$ cat src/rtl/vhz_pkg.sv
package vhz_pkg;

    localparam int VREGS  = 32;
    localparam int REG_W  = $clog2(VREGS);
    localparam int ROLE_W = 3;

    typedef logic [VREGS-1:0] vmask_t;

    typedef enum logic [ROLE_W-1:0] {
        ROLE_NONE  = 3'd0,
        ROLE_ORD   = 3'd1,
        ROLE_EARLY = 3'd2,
        ROLE_ACC   = 3'd3,
        ROLE_ACC3  = 3'd4
    } src_role_e;

    typedef struct packed {
        logic [REG_W-1:0] idx;
        logic             pair;
        src_role_e        role;
    } src_op_t;

    typedef struct packed {
        logic early;
        logic acc;
    } stall_why_t;

    // Registers touched by one operand; a pair covers its even/odd members.
    function automatic vmask_t reg_cover(input logic [REG_W-1:0] idx, input logic pair);
        vmask_t m;
        m = '0;
        if (pair) begin
            m[{idx[REG_W-1:1], 1'b0}] = 1'b1;
            m[{idx[REG_W-1:1], 1'b1}] = 1'b1;
        end else begin
            m[idx] = 1'b1;
        end
        return m;
    endfunction

endpackage

$ cat src/rtl/vhz_src_decode.sv
module vhz_src_decode
    import vhz_pkg::*;
#(
    parameter int NUM_SRC = 4
) (
    input  src_op_t [NUM_SRC-1:0] ops_i,
    output vmask_t                early_need_o,
    output vmask_t                acc3_need_o
);

    vmask_t early_per [NUM_SRC];
    vmask_t acc3_per  [NUM_SRC];

    for (genvar g = 0; g < NUM_SRC; g++) begin : g_op
        vmask_t cov;
        assign cov = reg_cover(ops_i[g].idx, ops_i[g].pair);
        always_comb begin
            early_per[g] = '0;
            acc3_per[g]  = '0;
            unique case (ops_i[g].role)
                ROLE_EARLY: early_per[g] = cov;
                ROLE_ACC3:  acc3_per[g]  = cov;
                default:    ;
            endcase
        end
    end

    always_comb begin
        early_need_o = '0;
        acc3_need_o  = '0;
        for (int k = 0; k < NUM_SRC; k++) begin
            early_need_o = early_need_o | early_per[k];
            acc3_need_o  = acc3_need_o  | acc3_per[k];
        end
    end

endmodule

$ cat src/rtl/vhz_hazard_eval.sv
module vhz_hazard_eval
    import vhz_pkg::*;
(
    input  logic       clk,
    input  logic       rst,
    input  logic       issue_valid_i,
    input  logic       recovering_i,
    input  vmask_t     early_need_i,
    input  vmask_t     acc3_need_i,
    input  vmask_t     prev_mask_i,
    output stall_why_t why_o
);

    logic early_hit;
    logic acc_miss;
    logic armed;

    assign early_hit = |(early_need_i & prev_mask_i);
    assign acc_miss  = |(acc3_need_i & ~prev_mask_i);
    assign armed     = issue_valid_i & ~recovering_i;

    always_comb begin
        why_o.early = armed & early_hit;
        why_o.acc   = armed & acc_miss;
    end

    // no reason may be reported in a cycle without a packet
    p_reason_needs_issue_r10: assert property (@(posedge clk) disable iff (rst)
        (why_o.early || why_o.acc) |-> issue_valid_i);

    // an accumulator set fully covered by last packet's writes never stalls
    p_acc_satisfied_r6: assert property (@(posedge clk) disable iff (rst)
        ((acc3_need_i & ~prev_mask_i) == '0) |-> !why_o.acc);

endmodule

$ cat src/rtl/vhz_write_tracker.sv
module vhz_write_tracker
    import vhz_pkg::*;
(
    input  logic   clk,
    input  logic   rst,
    input  logic   issue_valid_i,
    input  logic   stall_i,
    input  vmask_t dst_mask_i,
    output vmask_t prev_mask_o,
    output logic   recovering_o
);

    vmask_t prev_q;
    logic   rec_q;

    always_ff @(posedge clk) begin
        if (rst) begin
            prev_q <= '0;
            rec_q  <= 1'b0;
        end else begin
            rec_q <= stall_i;
            if (!issue_valid_i) begin
                prev_q <= '0;
            end else if (!stall_i) begin
                prev_q <= dst_mask_i;
            end
        end
    end

    assign prev_mask_o  = prev_q;
    assign recovering_o = rec_q;

    // a stall is never followed directly by another stall
    p_single_bubble_r8: assert property (@(posedge clk) disable iff (rst)
        stall_i |=> !stall_i);

    // the stall cycle leaves the recorded write set untouched
    p_hold_on_stall_r8: assert property (@(posedge clk) disable iff (rst)
        stall_i |=> $stable(prev_q));

    // an idle cycle empties the write set
    p_idle_clears_r10: assert property (@(posedge clk) disable iff (rst)
        !issue_valid_i |=> (prev_q == '0));

    // a clean issue records exactly its destination mask
    p_record_dst_r4: assert property (@(posedge clk) disable iff (rst)
        (issue_valid_i && !stall_i) |=> (prev_q == $past(dst_mask_i)));

endmodule

$ cat src/rtl/vhz_interlock.sv
module vhz_interlock
    import vhz_pkg::*;
#(
    parameter int NUM_SRC = 4,
    localparam int IDX_BITS  = NUM_SRC * REG_W,
    localparam int ROLE_BITS = NUM_SRC * ROLE_W
) (
    input  logic                 clk,
    input  logic                 rst,
    input  logic                 issue_valid_i,
    input  logic [IDX_BITS-1:0]  src_idx_i,
    input  logic [NUM_SRC-1:0]   src_pair_i,
    input  logic [ROLE_BITS-1:0] src_role_i,
    input  logic [VREGS-1:0]     dst_mask_i,
    output logic                 stall_o,
    output logic                 why_early_o,
    output logic                 why_acc_o
);

    src_op_t [NUM_SRC-1:0] ops;
    vmask_t     early_need;
    vmask_t     acc3_need;
    vmask_t     prev_mask;
    logic       recovering;
    stall_why_t why;
    logic       stall;

    for (genvar g = 0; g < NUM_SRC; g++) begin : g_unpack
        assign ops[g].idx  = src_idx_i[g*REG_W +: REG_W];
        assign ops[g].pair = src_pair_i[g];
        assign ops[g].role = src_role_e'(src_role_i[g*ROLE_W +: ROLE_W]);
    end

    vhz_src_decode #(
        .NUM_SRC (NUM_SRC)
    ) u_decode (
        .ops_i        (ops),
        .early_need_o (early_need),
        .acc3_need_o  (acc3_need)
    );

    vhz_hazard_eval u_eval (
        .clk           (clk),
        .rst           (rst),
        .issue_valid_i (issue_valid_i),
        .recovering_i  (recovering),
        .early_need_i  (early_need),
        .acc3_need_i   (acc3_need),
        .prev_mask_i   (prev_mask),
        .why_o         (why)
    );

    assign stall = why.early | why.acc;

    vhz_write_tracker u_track (
        .clk           (clk),
        .rst           (rst),
        .issue_valid_i (issue_valid_i),
        .stall_i       (stall),
        .dst_mask_i    (dst_mask_i),
        .prev_mask_o   (prev_mask),
        .recovering_o  (recovering)
    );

    assign stall_o     = stall;
    assign why_early_o = why.early;
    assign why_acc_o   = why.acc;

    // the cycle after a stall issues the held packet without stalling
    p_reissue_clean_r8: assert property (@(posedge clk) disable iff (rst)
        stall_o |=> !stall_o);

endmodule

$ cat config.mk
export PLATFORM = sky130hd
export DESIGN_NAME = vhz_interlock
export DESIGN_NICKNAME = d
export VERILOG_FILES = /design/src/rtl/vhz_pkg.sv /design/src/rtl/vhz_src_decode.sv /design/src/rtl/vhz_hazard_eval.sv /design/src/rtl/vhz_write_tracker.sv /design/src/rtl/vhz_interlock.sv
export SDC_FILE = /design/constraint.sdc
export NUM_CORES = 1
export LEC_CHECK = 0
export ABC_AREA = 0
export BUFFER_PORTS_ARGS = -buffer_cell sky130_fd_sc_hd__buf_4
export CAP_MARGIN = 20
export CORE_MARGIN = 1.5
export CORE_UTILIZATION = 49
export CTS_BUF_LIST = sky130_fd_sc_hd__clkbuf_16
export DETAILED_ROUTE_END_ITERATION = 6
export HOLD_SLACK_MARGIN = 0.12
export PLACE_DENSITY = 0.76
export SETUP_SLACK_MARGIN = 0.2
export SYNTH_ARGS = -nofsm -noshare
export SYNTH_HDL_FRONTEND = slang
export SYNTH_HIERARCHICAL = 1
export SYNTH_SLANG_ARGS = --single-unit
$ cat constraint.sdc
create_clock -name clk -period 3.2 [get_ports clk]
set_input_delay 0.64 -clock clk [delete_from_list [all_inputs] [get_ports clk]]
set_output_delay 0.64 -clock clk [all_outputs]
set_load 0.02 [all_outputs]
==> results.yml <==
outcome:
  status: "finished, violations left"
  violations: "design-rule violations, negative setup slack"
yosys:
  synthSimpleGateAreaFrac_pct: 34.0
  synth_top_family_by_area: "simple AND/OR/NAND/NOR gates"
  yosys.area.top_type_share_pct: 17.1
  ys_ff_latch: 33
  yosys.area.top_type: "dfxtp_1"
  yosysSeqAreaShare_pct: 17.1
  synthCells: 549
  synth_nets: 620
  syn_avg_cell_area_um2: 7.03
  synthMuxAreaShare_pct: 8.30
  synthAdderAreaFrac_pct: 0
  synth_xor_area_share_pct: 0
  synth_compound_area_share_pct: 32.6
  yosysUniqueCellTypes: 46
  synth_warnings: 6
  netlist_area_um2: 3860
  synth_area_leaders: "dfxtp_1 (17%), a22oi_1 (13%), nor2_1 (8.9%), mux2i_1 (8.3%), o22ai_1 (5.8%)"
worst_setup_path:
  crit_path_end_kind: "primary output"
  arrival_ns: 3.15
  r2r_start: "u_track/prev_mask_o[16]"
  start_kind: "input port"
  rrSetupSlack_ns: 0.52
  crit_fanout: 5
  critical_path_class: "in -> out"
  rr_worst_depth: 12
  critPathRequiredTime_ns: 2.56
  timing.rr.end: "u_track/prev_mask_o[12]"
worst_hold_path:
  hold_path_class: "in -> reg"
  holdPathEnd: "u_track/recovering_o"
  min_delay_path_depth: 2
  hp-start: "rst"
sta:
  hold_viol_final: 0
  whs_ns: 0.558
  drv_slew: 0
  post-route-period-util_pct: 118
  setup_slack_ns: -0.591
  fin_skew_ns: 0.00535
  setup_viol_count_final: 36
  tightest_slew_ns: 0.769
  max_slew_margin_pct: 48.4
  rsz0062_at_grt: "yes"
  fmaxAchievable_ghz: 0.264
  fin_crit_ns: 3.79
cts:
  htree_levels: 2
  path_clk_slew_ns: 0.06
  cts_max_path_buffers: 2
  cts_tree: "built"
  cts-buffers-inserted: 5
  root_buffer: "clkbuf_16"
  clkSinkCount: 33
  cts_hold_buf: 0
  clk_latency_ns: 0.28
floorplan:
  num_rows: 32
  die_h_um: 91.8
  dieArea_um2: 8420
  io_pins: 74
  floorplan.initialDensity_pct: 50.2
  die_w_um: 91.8
  core-area_um2: 7690
job:
  drv_cap: 0
grt:
  grt_usage_pct: 47.9
  grt_max_degree: 33
  gr-total-overflow: 0
  grt_pass1_wl_mm: 30.6
  grt_pass1_vias: 5559
  grt_antenna_before_repair: 0
placement:
  io_buffers: 73
  dp_cells: 802
  place_ws_ns: -0.272
  hpwl_mm: 15.0
  dpl_cell_area_um2: 5240
  gpl.final_weighted_congestion: 1.18
final_layout:
  fin_area_um2: 6220
  diodes: 0
  num-fill-cells: 513
  nNetsFinal: 803
  syn_to_final_growth_pct: 61.1
  drive_gt1_share_pct: 41.7
  instances_no_fill: 835
routing:
  wl_per_cell_um: 26.1
  wl_mm: 21.8
  vias: 6020
  via_per_inst: 7.21
  drc: 175
  postRouteAntennaNets: 0
  drt_pass1_iterations: 7
  drtIter0Drc: 1366
power_and_ir_drop:
  irDropWorstVdd_uv: 416
  power.density_nw_per_um2: 299
  leakage_nw: 2.55
-- stage by stage --
stage	total power [W]	util [%]	TNS, ns
after floorplan	0.000787	-	0
after global placement	0.00102	68.1	-2.23
after detailed placement	0.00104	68.1	-3.45
after CTS	0.00169	76.7	-0.199
after global routing	0.00190	80.9	-16.87
final	0.00186	80.9	-15.55
-- worst max-delay path, cell delays in order --
cell     delay, ns
buf_4         0.14
nor2_2        0.13
buf_4         0.15
nor2_1        0.12
a22oi_1       0.25
nand3_1       0.27
a22oi_1       0.29
nand4_1       0.22
nor4_4        0.43
nor2_2        0.10
or2_4         0.27
buf_6         0.13
-- final cells by class --
type	count	area (um2)	share of cell area, %
clock inverter	3	41.3	0.664
timing repair buffer	204	1760	28.2
tap	102	128	2.05
inverter	34	128	2.05
multi-input combinational	454	3380	54.4
sequential	33	661	10.6
clock buffer	5	125	2.01
-- cell usage after synthesis, drive strengths merged --
cell type	number
nand2b	16
inv	34
nor4	7
a32oi	17
a31oi	3
nor3	19
nand4	4
clkbuf	11
mux2i	32
or4bb	1
nor3b	9
nor2	93
dfxtp	33
nand3	13
nor4bb	1
and3	7
a41oi	1
or4b	1
o221ai	6
and2	3
nor4b	2
nand2	52
o32ai	2
a22oi	67
nand3b	4
a221o	21
and4bb	1
a21oi	1
o22ai	36
or2	3
nand4bb	1
nor2b	12
o21ai	7
or3b	9
a211o	2
buf	17
a32o	1
-- per-layer routing --
| metal | share of wire (%) | global-route usage [%] | vias to the layer above |
|---|---|---|---|
| li1 | - | - | 2465 |
| met1 | 35 | 57.7 | 2693 |
| met2 | 41 | 71.5 | 652 |
| met3 | 15 | 15.0 | 210 |
| met4 | 9.7 | 35.1 | 0 |
| met5 | 0 | 0 | - |
-- kinds of logic (layout without fill, tap and decap cells) --
kind of cell | count (synthesis) | after routing
and+or+nand+nor | 258 | 258
DFF | 33 | 33
buffers and inverters | 62 | 246
AOI/OAI and AO/OA | 164 | 164
muxes | 32 | 32
-- worst max-delay path by stage --
stage,startpoint,endpoint,slack [ns],depth (start not counted)
5_1_grt,src_pair_i[0],stall_o,-0.62,12
2_1_floorplan,src_role_i[4],stall_o,0.12,10
4_1_cts,src_role_i[4],stall_o,-0.12,11
6_report,src_pair_i[0],stall_o,-0.59,12
3_5_place_dp,src_idx_i[5],stall_o,-0.27,12
3_3_place_gp,src_idx_i[5],stall_o,-0.24,12
-- layout by cell type (no fill, tap or decap), types with 17 or more instances in the layout --
master     n
a221o_1   20
a22oi_1   61
a32oi_1   17
buf_4    179
dfxtp_1   33
inv_1     34
mux2i_1   24
nand2_1   51
nor2_1    74
nor2_2    17
nor3_1    18
o22ai_1   26
-- where the power goes --
| part | switching (W) | internal, W |
|---|---|---|
| registers | 0.0000404 | 0.000438 |
| clock network | 0.000190 | 0.000364 |
| logic | 0.000395 | 0.000432 |
| total | 0.000626 | 0.00123 |
-- sequential cells by signal, indices dropped and copies added (netlist names) --
| register | cells |
|---|---|
| u_track/recovering_o | 1 |
| u_track/prev_mask_o | 32 |
-- timing repair --
item,in CTS,in global routing
resized for setup,82,46
endpoints found under the setup margin,28,36
cloned,3,1
setup buffers,11,10
pin swaps,33,16
Power figures use the tool's default switching activity.
